File: config.mk
export PLATFORM = sky130hd
export DESIGN_NAME = lineRefill
export DESIGN_NICKNAME = d
export VERILOG_FILES = /design/src/rtl/lineRefillPkg.sv /design/src/rtl/lineRefillData.sv /design/src/rtl/lineRefillCtrl.sv /design/src/rtl/lineRefill.sv
export SDC_FILE = /design/constraint.sdc
export NUM_CORES = 1
export LEC_CHECK = 0
export ABC_AREA = 1
export BUFFER_PORTS_ARGS = -buffer_cell sky130_fd_sc_hd__clkbuf_2
export CORE_UTILIZATION = 40
export DETAILED_ROUTE_END_ITERATION = 6
export PLACE_DENSITY_LB_ADDON = 0.12
export SKIP_LAST_GASP = 1
export SYNTH_ARGS = -nofsm -noshare
export SYNTH_HDL_FRONTEND = slang
export SYNTH_SLANG_ARGS = --single-unit
File: constraint.sdc
create_clock -name clk -period 5.3 [get_ports clk]
set_input_delay 1.06 -clock clk [delete_from_list [all_inputs] [get_ports clk]]
set_output_delay 1.06 -clock clk [all_outputs]
set_load 0.05 [all_outputs]
File: src/rtl/lineRefillPkg.sv
package lineRefillPkg;

  typedef enum logic [1:0] {
    ST_IDLE  = 2'd0,
    ST_FETCH = 2'd1,
    ST_DRAIN = 2'd2
  } refillState_e;

  // strobes from control to datapath
  typedef struct packed {
    logic capture;  // latch miss address and kind
    logic push;     // accepted memory word into FIFO
    logic pop;      // FIFO head written into the cache
    logic flush;    // bus error: drop everything queued
  } refillStrobes_t;

endpackage

File: src/rtl/lineRefillData.sv
module lineRefillData
  import lineRefillPkg::*;
#(
  parameter int ADDR_W     = 32,
  parameter int DATA_W     = 32,
  parameter int LINE_WORDS = 4
) (
  input  logic                clk,
  input  logic                rst_n,
  input  refillStrobes_t      stb,
  input  logic [ADDR_W-1:0]   missAddr,
  input  logic                missQuad,
  input  logic [DATA_W-1:0]   memData,
  output logic [ADDR_W-1:0]   memAddr,
  output logic [ADDR_W-1:0]   fillAddr,
  output logic [DATA_W-1:0]   fillData,
  output logic                fifoEmpty,
  output logic                fetchLast,
  output logic                fillLast
);

  localparam int IDX_W      = $clog2(LINE_WORDS);
  localparam int LINE_OFF   = IDX_W + 2;
  localparam int FIFO_DEPTH = LINE_WORDS;
  localparam int PTR_W      = $clog2(FIFO_DEPTH);
  localparam int CNT_W      = $clog2(FIFO_DEPTH + 1);

  logic [ADDR_W-1:0] baseAddr;
  logic              quadReg;
  logic [IDX_W-1:0]  fetchIdx, fillIdx;
  logic [IDX_W-1:0]  lastIdx;

  logic [DATA_W-1:0] slots [FIFO_DEPTH];
  logic [PTR_W-1:0]  wrPtr, rdPtr;
  logic [CNT_W-1:0]  level;

  function automatic logic [PTR_W-1:0] nextPtr(input logic [PTR_W-1:0] p);
    return (p == PTR_W'(FIFO_DEPTH - 1)) ? '0 : p + 1'b1;
  endfunction

  // miss capture and word counters
  always_ff @(posedge clk or negedge rst_n) begin
    if (!rst_n) begin
      baseAddr <= '0;
      quadReg  <= 1'b0;
      fetchIdx <= '0;
      fillIdx  <= '0;
    end else if (stb.capture) begin
      baseAddr <= missQuad ? {missAddr[ADDR_W-1:LINE_OFF], {LINE_OFF{1'b0}}}
                           : {missAddr[ADDR_W-1:2], 2'b00};
      quadReg  <= missQuad;
      fetchIdx <= '0;
      fillIdx  <= '0;
    end else begin
      if (stb.push) fetchIdx <= fetchIdx + 1'b1;
      if (stb.pop)  fillIdx  <= fillIdx + 1'b1;
    end
  end

  // read FIFO
  always_ff @(posedge clk or negedge rst_n) begin
    if (!rst_n) begin
      wrPtr <= '0;
      rdPtr <= '0;
      level <= '0;
    end else if (stb.flush) begin
      wrPtr <= '0;
      rdPtr <= '0;
      level <= '0;
    end else begin
      if (stb.push) wrPtr <= nextPtr(wrPtr);
      if (stb.pop)  rdPtr <= nextPtr(rdPtr);
      case ({stb.push, stb.pop})
        2'b10:   level <= level + 1'b1;
        2'b01:   level <= level - 1'b1;
        default: level <= level;
      endcase
    end
  end

  always_ff @(posedge clk) begin
    if (stb.push) slots[wrPtr] <= memData;
  end

  always_comb begin
    lastIdx   = quadReg ? IDX_W'(LINE_WORDS - 1) : '0;
    memAddr   = baseAddr | ADDR_W'({fetchIdx, 2'b00});
    fillAddr  = baseAddr | ADDR_W'({fillIdx, 2'b00});
    fillData  = slots[rdPtr];
    fifoEmpty = (level == '0);
    fetchLast = (fetchIdx == lastIdx);
    fillLast  = (fillIdx == lastIdx);
  end

endmodule

File: src/rtl/lineRefillCtrl.sv
module lineRefillCtrl
  import lineRefillPkg::*;
(
  input  logic           clk,
  input  logic           rst_n,
  input  logic           burstMode,
  input  logic           missValid,
  input  logic           memAck,
  input  logic           memErr,
  input  logic           fifoEmpty,
  input  logic           fetchLast,
  input  logic           fillLast,
  output logic           missReady,
  output logic           memReq,
  output logic           fillValid,
  output logic           fillDone,
  output logic           fillAbort,
  output refillStrobes_t stb
);

  refillState_e state, stateNext;

  always_comb begin
    missReady   = (state == ST_IDLE);
    memReq      = (state == ST_FETCH);
    stb.capture = missReady & missValid;
    stb.flush   = memReq & memErr;
    stb.push    = memReq & memAck & ~memErr;
    stb.pop     = ~fifoEmpty &
                  ((state == ST_DRAIN) | (memReq & burstMode & ~memErr));
    fillValid   = stb.pop;
    fillDone    = stb.pop & fillLast;
    fillAbort   = stb.flush;

    stateNext = state;
    unique case (state)
      ST_IDLE:  if (stb.capture) stateNext = ST_FETCH;
      ST_FETCH: begin
        if (stb.flush)                  stateNext = ST_IDLE;
        else if (stb.push && fetchLast) stateNext = ST_DRAIN;
      end
      ST_DRAIN: if (stb.pop && fillLast) stateNext = ST_IDLE;
      default:  stateNext = ST_IDLE;
    endcase
  end

  always_ff @(posedge clk or negedge rst_n) begin
    if (!rst_n) state <= ST_IDLE;
    else        state <= stateNext;
  end

endmodule

File: src/rtl/lineRefill.sv
module lineRefill
  import lineRefillPkg::*;
#(
  parameter int ADDR_W     = 32,
  parameter int DATA_W     = 32,
  parameter int LINE_WORDS = 4
) (
  input  logic              clk,
  input  logic              rst_n,
  input  logic              burstMode,
  input  logic              missValid,
  input  logic [ADDR_W-1:0] missAddr,
  input  logic              missQuad,
  output logic              missReady,
  output logic              memReq,
  output logic [ADDR_W-1:0] memAddr,
  input  logic              memAck,
  input  logic [DATA_W-1:0] memData,
  input  logic              memErr,
  output logic              fillValid,
  output logic [ADDR_W-1:0] fillAddr,
  output logic [DATA_W-1:0] fillData,
  output logic              fillDone,
  output logic              fillAbort
);

  refillStrobes_t stb;
  logic fifoEmpty, fetchLast, fillLast;

  lineRefillCtrl u_ctrl (
    .clk       (clk),
    .rst_n     (rst_n),
    .burstMode (burstMode),
    .missValid (missValid),
    .memAck    (memAck),
    .memErr    (memErr),
    .fifoEmpty (fifoEmpty),
    .fetchLast (fetchLast),
    .fillLast  (fillLast),
    .missReady (missReady),
    .memReq    (memReq),
    .fillValid (fillValid),
    .fillDone  (fillDone),
    .fillAbort (fillAbort),
    .stb       (stb)
  );

  lineRefillData #(
    .ADDR_W     (ADDR_W),
    .DATA_W     (DATA_W),
    .LINE_WORDS (LINE_WORDS)
  ) u_data (
    .clk       (clk),
    .rst_n     (rst_n),
    .stb       (stb),
    .missAddr  (missAddr),
    .missQuad  (missQuad),
    .memData   (memData),
    .memAddr   (memAddr),
    .fillAddr  (fillAddr),
    .fillData  (fillData),
    .fifoEmpty (fifoEmpty),
    .fetchLast (fetchLast),
    .fillLast  (fillLast)
  );

endmodule

* Word-level counts from Yosys, hierarchy flattened *
Memories as Yosys holds them, arrays and structs flattened.
Cells that the tools add are included.

operators by class
  add/sub/neg operators = 6
  reduce and logical (&&, ||, !) cells = 10
  bitwise logic cells = 13
  muxes and demuxes = 21
  eq/ne operators = 11

operator list
  cell                                                                      number
  32-bit by 4-bit bitwise OR with 32-bit output                             2
  2-bit 2-to-1 mux                                                          15
  2-bit by 1-bit adder with 2-bit output (second input constant)            4
  1-bit AND                                                                 8
  2-bit equality test (second input constant)                               4
  2-bit nonzero test                                                        4
  2-bit one-hot mux with 3 select lines                                     1
  3-bit one-hot mux with 2 select lines                                     1
  2-bit by 1-bit equality test with 1-bit output (second input constant)    2
  2-bit equality test                                                       2
  4-bit 2-to-1 mux                                                          1
  3-bit by 1-bit adder with 3-bit output (second input constant)            1
  3-bit logical NOT                                                         1
  3-bit 2-to-1 mux                                                          1
  3-bit by 1-bit inequality test with 1-bit output (second input constant)  1
  3-bit AND reduction                                                       1
  3-bit nonzero test                                                        1
  3-bit by 1-bit subtractor with 3-bit output (second input constant)       1
  1-bit logical AND                                                         2
  2-bit logical NOT                                                         1
  1-bit 2-to-1 mux                                                          2
  2-bit by 1-bit inequality test with 1-bit output (second input constant)  1
  2-bit inequality test (second input constant)                             1
  1-bit inverter                                                            2
  1-bit bitwise OR                                                          1

storage, ports and cells
  word-level logic and storage cells = 70
  input port bits = 71
  output and inout bits = 101
  memories = 1
  memory bits (writable) = 128
  register bits after elaboration = 46

memory list
  name          words  width  read ports  clocked after memory_dff  write ports  line                  RTL
  u_data.slots  4      32     1           0                         1            lineRefillData.sv:33  logic [DATA_W-1:0] slots [FIFO_DEPTH];

* Depth between registers and ports, before layout *
  depth after elaboration = 8
  gate-level depth with buffers = 12

* Cells and area by module *
From an unflattened synthesis, not the netlist that was laid out.

second synthesis, totals
  cells, all modules = 623
  area, all modules = 7200.7 µm²

by module, submodules not included
  module          times used  cells an instance  area each (µm²)
  lineRefillData  1           594                7028.0
  lineRefillCtrl  1           29                 172.7

* Worst setup path before layout *
OpenSTA, ideal clock, no wires.

  path type = input-to-reg
  start point = input port memErr
  end point = memory u_data.slots[0][0], enable pin
  buffers on the path = 0
  stages on the path = 3
  path slack = 2128 ps
  arrival time = 2751 ps
  cells stage by stage = inv_1 -> nand3_4 -> nor2_1

on the way
  cells in the longest elaborated chain, start to end = 4

ends and longest elaborated chain
  element                                 line                  RTL
  from (decl)                             lineRefill.sv:19      input logic memErr,
  1-bit inverter                          lineRefillCtrl.sv:28  stb.push = memReq & memAck & ~memErr;
  1-bit AND                               lineRefillCtrl.sv:28
  1-bit 2-to-1 mux                        lineRefillData.sv:82  if (stb.push) slots[wrPtr] <= memData;
  1-bit 2-to-1 mux (implied by the code)  lineRefillData.sv:82
  to (decl)                               lineRefillData.sv:33

Every way passes these cells.

* Final worst setup path *
  start point = register u_data.rdPtr[0]
  end point = output port fillData[17]

on the way
  cells in the longest elaborated chain, start to end = 1

ends and longest elaborated chain
  element                 line                  RTL
  from (decl)             lineRefillData.sv:34  logic [PTR_W-1:0] wrPtr, rdPtr;
  from (signal assigned)  lineRefillData.sv:72  if (stb.pop) rdPtr <= nextPtr(rdPtr);
  memory read 4 x 32 bit  n/a
  to (decl)               lineRefill.sv:22      output logic [DATA_W-1:0] fillData,

Every way passes these cells.

==> results.json <==
{
  "clock_pin_slew_on_the_worst_setup_and_hold_paths_ps": 60,
  "largest_fanout_of_any_net_on_the_critical_path": 65,
  "cts-buffers-inserted": 17,
  "worst_hold_path.endpoint": "u_data.baseAddr[31]$_DFFE_PN0P_",
  "place.detailed.hpwl_um": 8830,
  "detail_route.drc_violations": 0,
  "post_drt_via_cell_ratio": 4.77,
  "grt_max_degree": 67,
  "max_freq_mhz": 293,
  "finalSetupViolCount": 0,
  "min-delay-start": "u_data.baseAddr[31]$_DFFE_PN0P_",
  "grtUsageMet3": 0.0537,
  "setup.worst_path.end_class": "output port",
  "report.final.slew_viol_count": 0,
  "synth.ff_latch_count": 172,
  "cpMaxStageDelayCell": "sky130_fd_sc_hd__inv_2",
  "grt_first_pass_wirelength_um": 22500,
  "clockRootBuffer": "sky130_fd_sc_hd__clkbuf_16",
  "cts_buffer_depth": 2,
  "critical_path.startpoint_type": "register",
  "grt_use_total": 0.165,
  "worst_ep_required_time_ps": 4240,
  "num_io_pins": 172,
  "area_taken_by_flip_flops_and_latches_um2": 4950,
  "criticalPathCategory": "reg2out",
  "placed_cells_incl_taps": 921,
  "p_seq_frac": 0.511,
  "syn_inst": 608,
  "final.fill_count": 1533,
  "path_cells": "inv_2 -> o21ai_0 -> o22ai_1 -> clkbuf_2",
  "rows": 48,
  "sum_of_negative_setup_slack_ps": 0,
  "gr-usage-met1": 0.214,
  "transition_time_at_the_pin_with_the_least_slew_margin_ps": 1120,
  "final_nets": 792,
  "net_switching_power_uw": 646,
  "grt_setup_unrepaired": "false",
  "r2r.worst_path.cells": 3,
  "initialDrtViolationCount": 262,
  "slew_headroom": 0.249,
  "post_synth_most_frequent_cells": "128 x sky130_fd_sc_hd__edfxtp_1, 106 x sky130_fd_sc_hd__nand2_1, 71 x sky130_fd_sc_hd__nor2_1",
  "synth_edf_count": 128,
  "final.min_clock_period_ps": 3410,
  "drt-wirelength-per-cell_um": 15.4,
  "power_leakage_nw": 3.58,
  "fp.dieH_um": 136,
  "global_route.peak_usage_layer": "met2",
  "cpPeakStageDelay_ps": 760,
  "ys.warnings.count": 0,
  "yosysMostFrequentCell": "sky130_fd_sc_hd__edfxtp_1",
  "worstHoldPathType": "reg2reg",
  "yosysSeqAreaShare": 0.687,
  "cts.hold.buffers_added": 0,
  "worst-r2r-setup-slack_ps": 3130,
  "clock_skew_ps": 6.27,
  "drt_pre_antenna_iters": 4,
  "insertion_delay_ps": 420,
  "clock_sink_count": 172,
  "multi_input_comb_area_um2": 1590,
  "finalCritPeriodShare": 0.643,
  "cts.repair.resized": 0,
  "synth_top_area_share": 0.534,
  "grt_pass1_vias": 4282,
  "cts_post_setup_buffers_inserted": 0,
  "gpl.final_weighted_congestion": 0.783,
  "totalPowerFinal_mw": 2.84,
  "instances_no_fill": 953,
  "ant_nets": 0,
  "yosys.area.top_type": "sky130_fd_sc_hd__edfxtp_1",
  "number_of_distinct_library_cells_after_synthesis": 32,
  "antenna-diode-count": 0,
  "timing_hold_violations_final": 0,
  "die_width_um": 136,
  "post_route_cells_drive_above_1_share": 0.308,
  "fp.dieArea_um2": 18500,
  "areaGrowthSynthToFinish_pct": 16.3,
  "postSynth.asyncResetShare": 0.256,
  "global_route.usage.met2": 0.263,
  "synth_area_per_cell_um2": 11.8,
  "global_route_total_overflow": 0,
  "port_buffers": 165,
  "whs_path_depth": 2,
  "max_cap_viol_count": 0,
  "peakVddDrop_mv": 0.240,
  "worst-endpoint-arrival_ps": 2350,
  "syn-cell-area_um2": 7200,
  "swShare": 0.227,
  "initial_antenna_violation_count": 0,
  "tritoncts": "built",
  "regToRegEndpoint": "u_data.slots[2][3]$_DFFE_PP_",
  "clockPowerShare": 0.424,
  "p_int_mw": 2.19,
  "synth.area.top_cells": "sky130_fd_sc_hd__edfxtp_1 53%, sky130_fd_sc_hd__dfrtp_1 15%, sky130_fd_sc_hd__buf_4 7.0%",
  "run_status": "finished clean",
  "ys_dominant_reg_cell": "sky130_fd_sc_hd__edfxtp_1",
  "pwr-share-comb": 0.065,
  "route.vias.total": 4544,
  "cts_htree_levels": 4,
  "initial_core_utilization": 0.413,
  "reg2reg_from": "u_ctrl.state[1]$_DFFE_PN0P_",
  "drt_wl_total_um": 14700,
  "power-per-cell-area_nw_per_um2": 339,
  "core_area_um2": 17400
}
-- worst max-delay path by stage --
stage	from	endpoint	slack [ps]
3_3_place_gp	memErr	fillDone	2130
5_1_grt	u_data.rdPtr[0]$_DFFE_PN0P_	fillData[29]	1680
6_report	u_data.rdPtr[0]$_DFFE_PN0P_	fillData[17]	1890
2_1_floorplan	memErr	u_data.slots[0][0]$_DFFE_PP_	2130
4_1_cts	u_data.rdPtr[0]$_DFFE_PN0P_	fillData[17]	1840
3_5_place_dp	memErr	fillDone	2110
-- area by class of cell --
cell class,instances,area share
clock buffers,19,0.0517
clock inverters,13,0.0167
inverters,28,0.0132
multi-input cells,325,0.190
flip-flops and latches,172,0.591
well taps,225,0.0336
repair buffers,171,0.104
-- metrics by stage --
| step | setup slack [ps] | hold WS (ps) | util | area [um2] |
|---|---|---|---|---|
| 5_1_grt | 1680 | 534 | 0.481 | 8370 |
| 3_3_place_gp | 2130 | 484 | 0.448 | 7800 |
| 2_1_floorplan | 2130 | 473 | - | 7210 |
| 3_5_place_dp | 2110 | 490 | 0.448 | 7800 |
| 6_report | 1890 | 507 | 0.481 | 8370 |
| 4_1_cts | 1840 | 512 | 0.481 | 8370 |
-- layout by cell type (no fill, tap or decap), types with 2 or more instances in the layout --
cell type,Yosys,final
sky130_fd_sc_hd__nand2_2,4,4
sky130_fd_sc_hd__conb_1,1,4
sky130_fd_sc_hd__a21oi_1,3,3
sky130_fd_sc_hd__o21ai_1,5,5
sky130_fd_sc_hd__dfrtp_1,44,43
sky130_fd_sc_hd__nor2_2,2,2
sky130_fd_sc_hd__inv_6,0,3
sky130_fd_sc_hd__ha_1,5,5
sky130_fd_sc_hd__edfxtp_1,128,128
sky130_fd_sc_hd__bufinv_16,0,2
sky130_fd_sc_hd__nand4_1,5,5
sky130_fd_sc_hd__clkinvlp_4,0,2
sky130_fd_sc_hd__clkbuf_16,0,17
sky130_fd_sc_hd__nor2_4,1,5
sky130_fd_sc_hd__clkinv_2,0,2
sky130_fd_sc_hd__inv_2,5,5
sky130_fd_sc_hd__o22ai_1,32,32
sky130_fd_sc_hd__clkinv_4,1,2
sky130_fd_sc_hd__buf_4,67,6
sky130_fd_sc_hd__nand3_1,7,7
sky130_fd_sc_hd__nor3_1,2,2
sky130_fd_sc_hd__nand2_4,2,2
sky130_fd_sc_hd__clkbuf_1,10,2
sky130_fd_sc_hd__nor2_1,71,67
sky130_fd_sc_hd__o21ai_0,68,68
sky130_fd_sc_hd__inv_1,22,22
sky130_fd_sc_hd__nand2_1,106,106
sky130_fd_sc_hd__clkbuf_2,0,165
-- critical path: cells and delay by family (launching register included) --
kind / cells / cell delay, ps
AOI/OAI and AO/OA: 2 / 410
buffers and inverters: 2 / 1080
DFF: 1 / 400
-- routing by layer --
layer	share of wire	vias up	routed length (um)
met4	0.0096	0	142
met2	0.49	120	7190
li1	-	2240	-
met5	0	-	0
met3	0.057	12	834
met1	0.45	2172	6560
-- kinds of logic after synthesis --
group                    count (synthesis)  synth area share
AND/OR/NAND/NOR                        202             0.117
flip-flops                             172             0.687
buffers and inverters                  114            0.0975
AO/OA/AOI/OAI                          111            0.0842
adder cells (fa/ha/maj)                  6            0.0115
XOR/XNOR                                 2           0.00243
other                                    1          0.000521
-- power groups by stage --
stage / clock network [mW] / registers (mW) / logic [mW]
after detailed placement: 0 / 1.48 / 0.188
after global placement: 0 / 1.48 / 0.184
after floorplan: 0 / 1.48 / 0.118
final: 1.20 / 1.45 / 0.185
after CTS: 1.23 / 1.45 / 0.188
after global routing: 1.29 / 1.45 / 0.201
-- state kept, by name (all words and copies together) (netlist names) --
name / count
u_data.slots: 128
u_data.baseAddr: 30
u_data.level: 3
u_ctrl.state: 2
u_data.fetchIdx: 2
u_data.fillIdx: 2
u_data.rdPtr: 2
u_data.wrPtr: 2
u_data.quadReg: 1
(Power assumes the default switching activity.)
